**src/rtl/ra_pkg.sv**
```systemverilog
`timescale 1ns/1ps
package ra_pkg;
    typedef enum logic [1:0] {
        OP_ALU   = 2'b00,
        OP_LOAD  = 2'b01,
        OP_STORE = 2'b10,
        OP_NOP   = 2'b11
    } op_class_e;

    typedef enum logic [1:0] {
        ST_NORMAL   = 2'b00,
        ST_RUNAHEAD = 2'b01,
        ST_RESTORE  = 2'b10
    } ra_state_e;
endpackage

```
**src/rtl/ra_poison_tracker.sv**
```systemverilog
`timescale 1ns/1ps
module ra_poison_tracker #(
    parameter int NREGS  = 32,
    localparam int RIDX_W = $clog2(NREGS)
) (
    input  logic              clk,
    input  logic              rst_n,
    input  logic              clear_all,
    input  logic              set_en,
    input  logic [RIDX_W-1:0] set_idx,
    input  logic              set_val,
    output logic [NREGS-1:0]  inv
);
    for (genvar g = 0; g < NREGS; g++) begin : g_bit
        always_ff @(posedge clk) begin
            if (!rst_n) begin
                inv[g] <= 1'b0;
            end else if (set_en && set_idx == RIDX_W'(g)) begin
                inv[g] <= set_val;
            end else if (clear_all) begin
                inv[g] <= 1'b0;
            end
        end
    end
endmodule

```
**src/rtl/ra_regfile_ckpt.sv**
```systemverilog
`timescale 1ns/1ps
module ra_regfile_ckpt #(
    parameter int NREGS  = 32,
    parameter int DATA_W = 32,
    localparam int RIDX_W = $clog2(NREGS)
) (
    input  logic              clk,
    input  logic              rst_n,
    input  logic              wr_en,
    input  logic [RIDX_W-1:0] wr_idx,
    input  logic [DATA_W-1:0] wr_data,
    input  logic              save,
    input  logic              restore,
    input  logic [RIDX_W-1:0] rd_idx,
    output logic [DATA_W-1:0] rd_data
);
    logic [DATA_W-1:0] live [NREGS];
    logic [DATA_W-1:0] saved [NREGS];

    for (genvar g = 0; g < NREGS; g++) begin : g_reg
        always_ff @(posedge clk) begin
            if (!rst_n) begin
                live[g]  <= '0;
                saved[g] <= '0;
            end else begin
                if (restore) begin
                    live[g] <= saved[g];
                end else if (wr_en && wr_idx == RIDX_W'(g)) begin
                    live[g] <= wr_data;
                end
                if (save) begin
                    saved[g] <= live[g];
                end
            end
        end
    end

    assign rd_data = live[rd_idx];
endmodule

```
**src/rtl/ra_pf_port.sv**
```systemverilog
`timescale 1ns/1ps
module ra_pf_port #(
    parameter int ADDR_W = 32
) (
    input  logic              clk,
    input  logic              rst_n,
    input  logic              issue,
    input  logic [ADDR_W-1:0] issue_addr,
    input  logic              pf_ready,
    output logic              pf_valid,
    output logic [ADDR_W-1:0] pf_addr,
    output logic              busy
);
    always_ff @(posedge clk) begin
        if (!rst_n) begin
            pf_valid <= 1'b0;
            pf_addr  <= '0;
        end else if (issue) begin
            pf_valid <= 1'b1;
            pf_addr  <= issue_addr;
        end else if (pf_ready) begin
            pf_valid <= 1'b0;
        end
    end

    assign busy = pf_valid && !pf_ready;
endmodule

```
**src/rtl/runahead_ctrl.sv**
```systemverilog
`timescale 1ns/1ps
module runahead_ctrl #(
    parameter int NREGS  = 32,
    parameter int DATA_W = 32,
    parameter int ADDR_W = 32,
    parameter int PC_W   = 32,
    localparam int RIDX_W = $clog2(NREGS)
) (
    input  logic              clk,
    input  logic              rst_n,
    input  logic              ret_valid,
    output logic              ret_ready,
    input  logic [1:0]        ret_op,
    input  logic [RIDX_W-1:0] ret_src_a,
    input  logic [RIDX_W-1:0] ret_src_b,
    input  logic [RIDX_W-1:0] ret_dst,
    input  logic [PC_W-1:0]   ret_pc,
    input  logic [ADDR_W-1:0] ret_addr,
    input  logic              ret_miss,
    input  logic [DATA_W-1:0] ret_wdata,
    input  logic              miss_return,
    output logic              spec_mode,
    output logic              restart_valid,
    output logic [PC_W-1:0]   restart_pc,
    output logic              pf_valid,
    input  logic              pf_ready,
    output logic [ADDR_W-1:0] pf_addr,
    output logic              st_we,
    output logic [ADDR_W-1:0] st_addr,
    input  logic [RIDX_W-1:0] rd_idx,
    output logic [DATA_W-1:0] rd_data,
    output logic              rd_inv
);
    import ra_pkg::*;

    ra_state_e state_q, state_d;
    op_class_e op;
    logic [NREGS-1:0] inv;
    logic [PC_W-1:0]  ckpt_pc_q;
    logic fire, pf_busy, src_a_inv, src_b_inv;
    logic enter, leave;
    logic rf_we, inv_clear, inv_set, inv_val, pf_issue;

    assign op        = op_class_e'(ret_op);
    assign fire      = ret_valid && ret_ready;
    assign src_a_inv = inv[ret_src_a];
    assign src_b_inv = inv[ret_src_b];

    // State register
    always_ff @(posedge clk) begin
        if (!rst_n) begin
            state_q   <= ST_NORMAL;
            ckpt_pc_q <= '0;
        end else begin
            state_q <= state_d;
            if (enter) begin
                ckpt_pc_q <= ret_pc;
            end
        end
    end

    // Next state and per-state control
    always_comb begin
        state_d   = state_q;
        ret_ready = 1'b0;
        enter     = 1'b0;
        leave     = 1'b0;
        rf_we     = 1'b0;
        inv_clear = 1'b0;
        inv_set   = 1'b0;
        inv_val   = 1'b0;
        pf_issue  = 1'b0;
        st_we     = 1'b0;
        unique case (state_q)
            ST_NORMAL: begin
                ret_ready = 1'b1;
                if (fire) begin
                    unique case (op)
                        OP_ALU: rf_we = 1'b1;
                        OP_LOAD: begin
                            if (ret_miss) begin
                                enter     = 1'b1;
                                inv_clear = 1'b1;
                                inv_set   = 1'b1;
                                inv_val   = 1'b1;
                                state_d   = ST_RUNAHEAD;
                            end else begin
                                rf_we = 1'b1;
                            end
                        end
                        OP_STORE: st_we = 1'b1;
                        OP_NOP: ;
                    endcase
                end
            end
            ST_RUNAHEAD: begin
                ret_ready = !miss_return && !pf_busy;
                if (miss_return) begin
                    leave     = 1'b1;
                    inv_clear = 1'b1;
                    state_d   = ST_RESTORE;
                end else if (fire) begin
                    unique case (op)
                        OP_ALU: begin
                            rf_we   = 1'b1;
                            inv_set = 1'b1;
                            inv_val = src_a_inv || src_b_inv;
                        end
                        OP_LOAD: begin
                            inv_set  = 1'b1;
                            inv_val  = src_a_inv || ret_miss;
                            rf_we    = !src_a_inv && !ret_miss;
                            pf_issue = !src_a_inv && ret_miss;
                        end
                        OP_STORE: ;
                        OP_NOP: ;
                    endcase
                end
            end
            ST_RESTORE: begin
                state_d = ST_NORMAL;
            end
            default: state_d = ST_NORMAL;
        endcase
    end

    // Outputs
    always_comb begin
        spec_mode     = (state_q == ST_RUNAHEAD);
        restart_valid = (state_q == ST_RESTORE);
        restart_pc    = ckpt_pc_q;
        st_addr       = ret_addr;
        rd_inv        = inv[rd_idx];
    end

    ra_poison_tracker #(.NREGS(NREGS)) u_poison (
        .clk(clk), .rst_n(rst_n), .clear_all(inv_clear), .set_en(inv_set),
        .set_idx(ret_dst), .set_val(inv_val), .inv(inv)
    );

    ra_regfile_ckpt #(.NREGS(NREGS), .DATA_W(DATA_W)) u_rf (
        .clk(clk), .rst_n(rst_n), .wr_en(rf_we), .wr_idx(ret_dst),
        .wr_data(ret_wdata), .save(enter), .restore(leave),
        .rd_idx(rd_idx), .rd_data(rd_data)
    );

    ra_pf_port #(.ADDR_W(ADDR_W)) u_pf (
        .clk(clk), .rst_n(rst_n), .issue(pf_issue), .issue_addr(ret_addr),
        .pf_ready(pf_ready), .pf_valid(pf_valid), .pf_addr(pf_addr),
        .busy(pf_busy)
    );
endmodule

```
**config.mk**
```make
export PLATFORM = sky130hd
export DESIGN_NAME = runahead_ctrl
export DESIGN_NICKNAME = d
export VERILOG_FILES = /design/src/rtl/ra_pkg.sv /design/src/rtl/ra_poison_tracker.sv /design/src/rtl/ra_regfile_ckpt.sv /design/src/rtl/ra_pf_port.sv /design/src/rtl/runahead_ctrl.sv
export SDC_FILE = /design/constraint.sdc
export NUM_CORES = 2
export LEC_CHECK = 0
export BUFFER_PORTS_ARGS = -buffer_cell sky130_fd_sc_hd__buf_2
export CORE_MARGIN = 2
export CORE_UTILIZATION = 45
export CTS_BUF_LIST = sky130_fd_sc_hd__clkbuf_4 sky130_fd_sc_hd__clkbuf_8
export DETAILED_ROUTE_END_ITERATION = 6
export GPL_ROUTABILITY_DRIVEN = 0
export HOLD_SLACK_MARGIN = 0.12
export SKIP_LAST_GASP = 1
export SYNTH_ARGS = -nofsm -noshare
export SYNTH_HDL_FRONTEND = slang
export SYNTH_SLANG_ARGS = --single-unit
```
**constraint.sdc**
```tcl
create_clock -name clk -period 50.7 [get_ports clk]
set_clock_uncertainty 0.05 [all_clocks]
set_input_delay 7.605 -clock clk [delete_from_list [all_inputs] [get_ports clk]]
set_output_delay 7.605 -clock clk [all_outputs]
set_load 0.03 [all_outputs]
```
Yosys cells after proc, flatten, opt, wreduce, memory -nomap -nowiden
Memories as Yosys holds them, arrays and structs flattened.
Cells that the tools add are included.
- bitwise gates (word level): 96
- shifts and indexed selects: 0
- div/mod/pow operators: 0
- $add $sub $neg: 0
- equal/unequal tests: 39
- multipliers: 0
- reductions and logical operators: 114
- magnitude comparators: 3
- muxes and demuxes: 307
- operators by type and width (operator ; count):
    two-way mux 32 bit ; 96
    two-way mux 1 bit ; 195
    OR 1 bit ; 96
    == test 5 bit, second input constant ; 16
    logical AND 1 bit ; 69
    nonzero test 2 bit ; 33
    == test 5 x 4 -> 1 bit, second input constant ; 8
    == test 5 x 3 -> 1 bit, second input constant ; 4
    < comparator 5 x 6 -> 1 bit, second input constant ; 3
    case mux 1 bit (2 select lines) ; 8
    binary-select mux 1 bit (select 5 bit) ; 3
    == test 5 x 2 -> 1 bit, second input constant ; 2
    two-way mux 2 bit ; 4
    != test 2 bit, second input constant ; 4
    == test 5 x 1 -> 1 bit, second input constant ; 1
    logical NOT 1 bit ; 5
    logical NOT 5 bit ; 1
    == test 2 x 1 -> 1 bit, second input constant ; 2
    == test 2 bit, second input constant ; 2
    logical NOT 2 bit ; 2
    case mux 2 bit (2 select lines) ; 1
    AND reduction 4 bit ; 1
    logical OR 1 bit ; 2
    OR reduction 2 bit ; 1
- logic and storage cells: 597
- memories: 2
- memory bits (writable): 2048
- latch bits: 0
- ROM bits: 0
- register bits: 99
- output and inout port bits: 134
- memory list (memory ; depth ; width ; read ports ; clocked after Yosys merged registers in ; wr ports ; RTL line ; source):
    u_rf.live ; 32 ; 32 ; 33 ; 0 ; 32 ; ra_regfile_ckpt.sv:17 ; logic [DATA_W-1:0] live [NREGS];
    u_rf.saved ; 32 ; 32 ; 32 ; 0 ; 32 ; ra_regfile_ckpt.sv:18 ; logic [DATA_W-1:0] saved [NREGS];

Depth between registers and ports, before layout
- depth in word-level cells: 15
- depth in mapped cells: 12
- depth with buffers taken out: 6

Modules after synthesis
From an unflattened synthesis, not the netlist that was laid out.
- cells, all modules: 6423
- area, all modules: 93413.3 um^2
- modules (own cells, without submodules) (module ; area each (um^2) ; instances ; sequential area each (um^2) ; cells an instance):
    ra_regfile_ckpt ; 88252.1 ; 1 ; 61499.0 ; 5884
    runahead_ctrl ; 2417.3 ; 1 ; 680.7 ; 274
    ra_poison_tracker ; 1466.4 ; 1 ; 640.6 ; 159
    ra_pf_port ; 1277.5 ; 1 ; 660.6 ; 106

Least setup slack after synthesis
Ideal clock, no wire load.
- path type: input to register
- from: in rst_n
- to: mem u_rf.saved[0][0], enable pin
- setup slack: 18736 ps
- stages on the path: 4
- arrival: 24917 ps
- library setup time: 6997 ps
- cell sequence: clkbuf_1 -> clkbuf_1 -> clkbuf_1 -> nand2_1
- RTL lines (element ; RTL line ; source):
    from (decl) ; runahead_ctrl.sv:10 ; input logic rst_n,
    to (decl) ; ra_regfile_ckpt.sv:18 ;

Worst setup path after layout
- from: in rd_idx[0]
- to: out rd_data[15]
- cells in the longest elaborated chain, start to end: 1
- ends and longest elaborated chain (element ; RTL line ; source):
    from (decl) ; runahead_ctrl.sv:30 ; input logic [RIDX_W-1:0] rd_idx,
    memory (32 x 32 bit) ; -- ;
    to (decl) ; runahead_ctrl.sv:31 ; output logic [DATA_W-1:0] rd_data,
No other way between the ends.

==> flow_metrics.env <==
export IMPL_fp_dieH_um=487
export IMPL_post_cts_buffers=0
export IMPL_viasPerCell=6.86
export IMPL_yosys_area_top_type="edfxtp_1"
export IMPL_cp_start_kind="input pin"
export IMPL_cts_num_sinks=2147
export IMPL_die_area_um2=237000
export IMPL_grt_pass1_vias=68938
export IMPL_grt_pass1_wl_um=511000
export IMPL_ys_warnings_count=0
export IMPL_synth_cells=7048
export IMPL_power_density_nw_per_um2=34.7
export IMPL_port_buffers=257
export IMPL_rsz0062_at_grt="no"
export IMPL_pre_cts_slack_ns=31.48
export IMPL_post_route_period_util=0.378
export IMPL_peakVddDrop_v=0.0000294
export IMPL_start_util=0.452
export IMPL_drt_total_wl_um=356000
export IMPL_fin_hold_ws_ns=0.406
export IMPL_finalCriticalPeriod_ns=19.16
export IMPL_clockBufferDepth=4
export IMPL_grt_max_degree=217
export IMPL_power_leakage_uw=0.0454
export IMPL_cts_resized=0
export IMPL_antenna_found_initial=20
export IMPL_cts_root_buf="clkbuf_8"
export IMPL_first_pass_iters=6
export IMPL_hpwlAfterDp_um=181000
export IMPL_cts_tree="done"
export IMPL_fillCellCount=19551
export IMPL_worstSkewPairLatency_ns=1.10
export IMPL_antenna_left=0
export IMPL_synth_area_leaders="edfxtp_1 (59%), o41ai_2 (14%), mux4_2 (7.3%)"
export IMPL_io_pins=258
export IMPL_detail_route_wl_per_cell_um=34.6
export IMPL_netlist_area_leader_share=0.586
export IMPL_drv_cap=0
export IMPL_worst_path_max_fanout=48
export IMPL_first_iter_violations=10371
export IMPL_cts_hold_fix_buffers=0
export IMPL_fin_setup_tns_ns=0
export IMPL_h_tree_depth=5
export IMPL_die_x_um=487
export IMPL_ys_ff_latch=2147
export IMPL_ys_seq_area_frac=0.605
export IMPL_nNetsFinal=7071
export IMPL_drc_errors=0
export IMPL_end_kind="output port"
export IMPL_clock_fmax_ghz=0.0522
export IMPL_fin_total_pwr_uw=3990
export IMPL_ys_types=47
export IMPL_slew_headroom=0.0883
export IMPL_rows=177
export IMPL_finalSetupViolCount=0
export IMPL_critPathKind="in2out"
export IMPL_hp_class="reg2reg"
export IMPL_synth_fp_nets=7172
export IMPL_netlist_area_um2=105000
export IMPL_regArea_um2=63500
export IMPL_hold_viol=0
export IMPL_drv_slew=0
export IMPL_area_growth_syn_to_layout_pct=9.48
export IMPL_crit_required_ns=43.04
export IMPL_core_area_um2=232000
export IMPL_overflow=0
export IMPL_synth_area_per_cell_um2=14.9
export IMPL_num_vias=70611
export IMPL_cp_arrival_ns=11.51
export IMPL_grt_use_total=0.293
export IMPL_worstMarginPinSlew_ns=1.37
export IMPL_multi_input_area_um2=37500
export IMPL_layout_setup_ws_ns=31.54
export IMPL_status="complete, no violations"
export IMPL_numCtsBuffers=378
export IMPL_finish_instance_area_um2=115000
export IMPL_path_clk_slew_ns=0.06
export IMPL_layout_drive_gt1_share=0.326
export IMPL_dpl_instance_area_um2=108000
==> cell type report <==
cell class | instances | area share
inverter | 4 | 0.000131
timing repair buffer | 444 | 0.0251
sequential | 2147 | 0.553
tap | 3043 | 0.0331
antenna | 30 | 0.000654
clock inverter | 117 | 0.00554
multi-input combinational | 3972 | 0.327
clock buffer | 533 | 0.0563
==> per-layer routing <==
layer / vias to the layer above / GRT usage / share of wire
met2: 4836 / 0.436 / 0.45
met3: 760 / 0.0581 / 0.10
met1: 36998 / 0.421 / 0.40
li1: 28007 / - / -
met4: 10 / 0.118 / 0.042
met5: - / 0 / 0.00016
==> worst paths after layout <==
check | start | end | slack, ns | cells past startpoint
hold reg to reg | u_pf.pf_addr[25] | u_pf.pf_addr[25] | 0.41 | 2
setup / recovery | rd_idx[0] | rd_data[15] | 31.54 | 7
setup reg to reg | u_poison.inv[15] | u_rf.live[5][23] | 44.17 | 12
hold / removal | u_pf.pf_addr[25] | u_pf.pf_addr[25] | 0.41 | 2
==> power by group <==
part	leakage [uW]	switching [uW]	internal [uW]	total (uW)
logic	0.0196	274	72.6	346
registers	0.0220	34.0	2020	2050
clock network	0.00378	748	841	1590
==> cell families (layout without fill, tap and decap cells) <==
logic type | count (synthesis) | after routing | synth area share
flops | 2147 | 2147 | 0.605
mux | 421 | 421 | 0.0810
buf+inv | 929 | 1098 | 0.0418
simple gates | 2388 | 2388 | 0.112
compound gates | 1163 | 1163 | 0.160
other cells | 0 | 30 | 0
==> worst max-delay path: stages <==
cell	delay [ns]
buf_8	0.43
buf_4	0.77
buf_4	0.74
mux4_2	0.60
mux4_2	0.52
mux2_2	0.45
buf_2	0.25
==> placed cells by master (no fill, tap or decap), types with 7 or more instances in the layout <==
master	netlist	final
mux2i_1	47	47
buf_12	0	12
buf_2	22	251
clkinv_2	0	29
nand3_4	0	7
a22o_1	9	9
buf_4	33	176
and3_1	1035	1034
clkbuf_4	0	139
mux4_2	339	339
o21ai_0	16	16
diode_2	0	30
o41ai_1	156	124
nor2_1	33	32
a21boi_0	32	32
and2_1	22	22
o41ai_2	900	932
edfxtp_1	2048	2048
clkinv_1	0	75
mux2_2	35	35
clkinvlp_4	0	8
o211a_1	7	7
nor2b_1	16	16
nand2_4	0	10
a31oi_1	9	9
nand2b_1	7	7
nand4_1	8	8
a41oi_1	15	15
dfxtp_1	99	99
clkbuf_8	0	394
nand2_1	1243	1233
==> stage by stage <==
stage	util	instances
detailed placement	0.464	9610
floorplan	-	7048
global route	0.494	10283
global placement	0.464	9610
finish	0.494	10290
CTS	0.494	10260
==> cells in the mapped netlist (all sizes together) <==
cell     instances
a31oi            9
or2              1
edfxtp        2048
or3b             1
nor4             2
clkbuf         739
buf            186
mux2i           47
a41oi           15
mux2            35
nor3b            2
o211ai           1
nand4b           1
nor2            33
and3          1035
nand2         1243
nand4            8
and2            22
o41ai         1056
dfxtp           99
nand3b           1
inv              4
and4             2
o21a             3
a21oi            3
o2111ai          1
o22a             1
o211a            7
o311a            1
nand2b           7
mux4           339
a22o             9
a311oi           1
or4              2
o21ai           17
nand3           12
a22oi            5
a311o            1
nor2b           16
a21boi          33
==> sequential cells by signal, indices dropped and copies added, names as in the netlist <==
signal / flops
state_q: 2
u_rf.live: 1024
u_pf.pf_valid: 1
u_pf.pf_addr: 32
u_poison.inv: 32
restart_pc: 32
u_rf.saved: 1024
(Power assumes the default switching activity.)
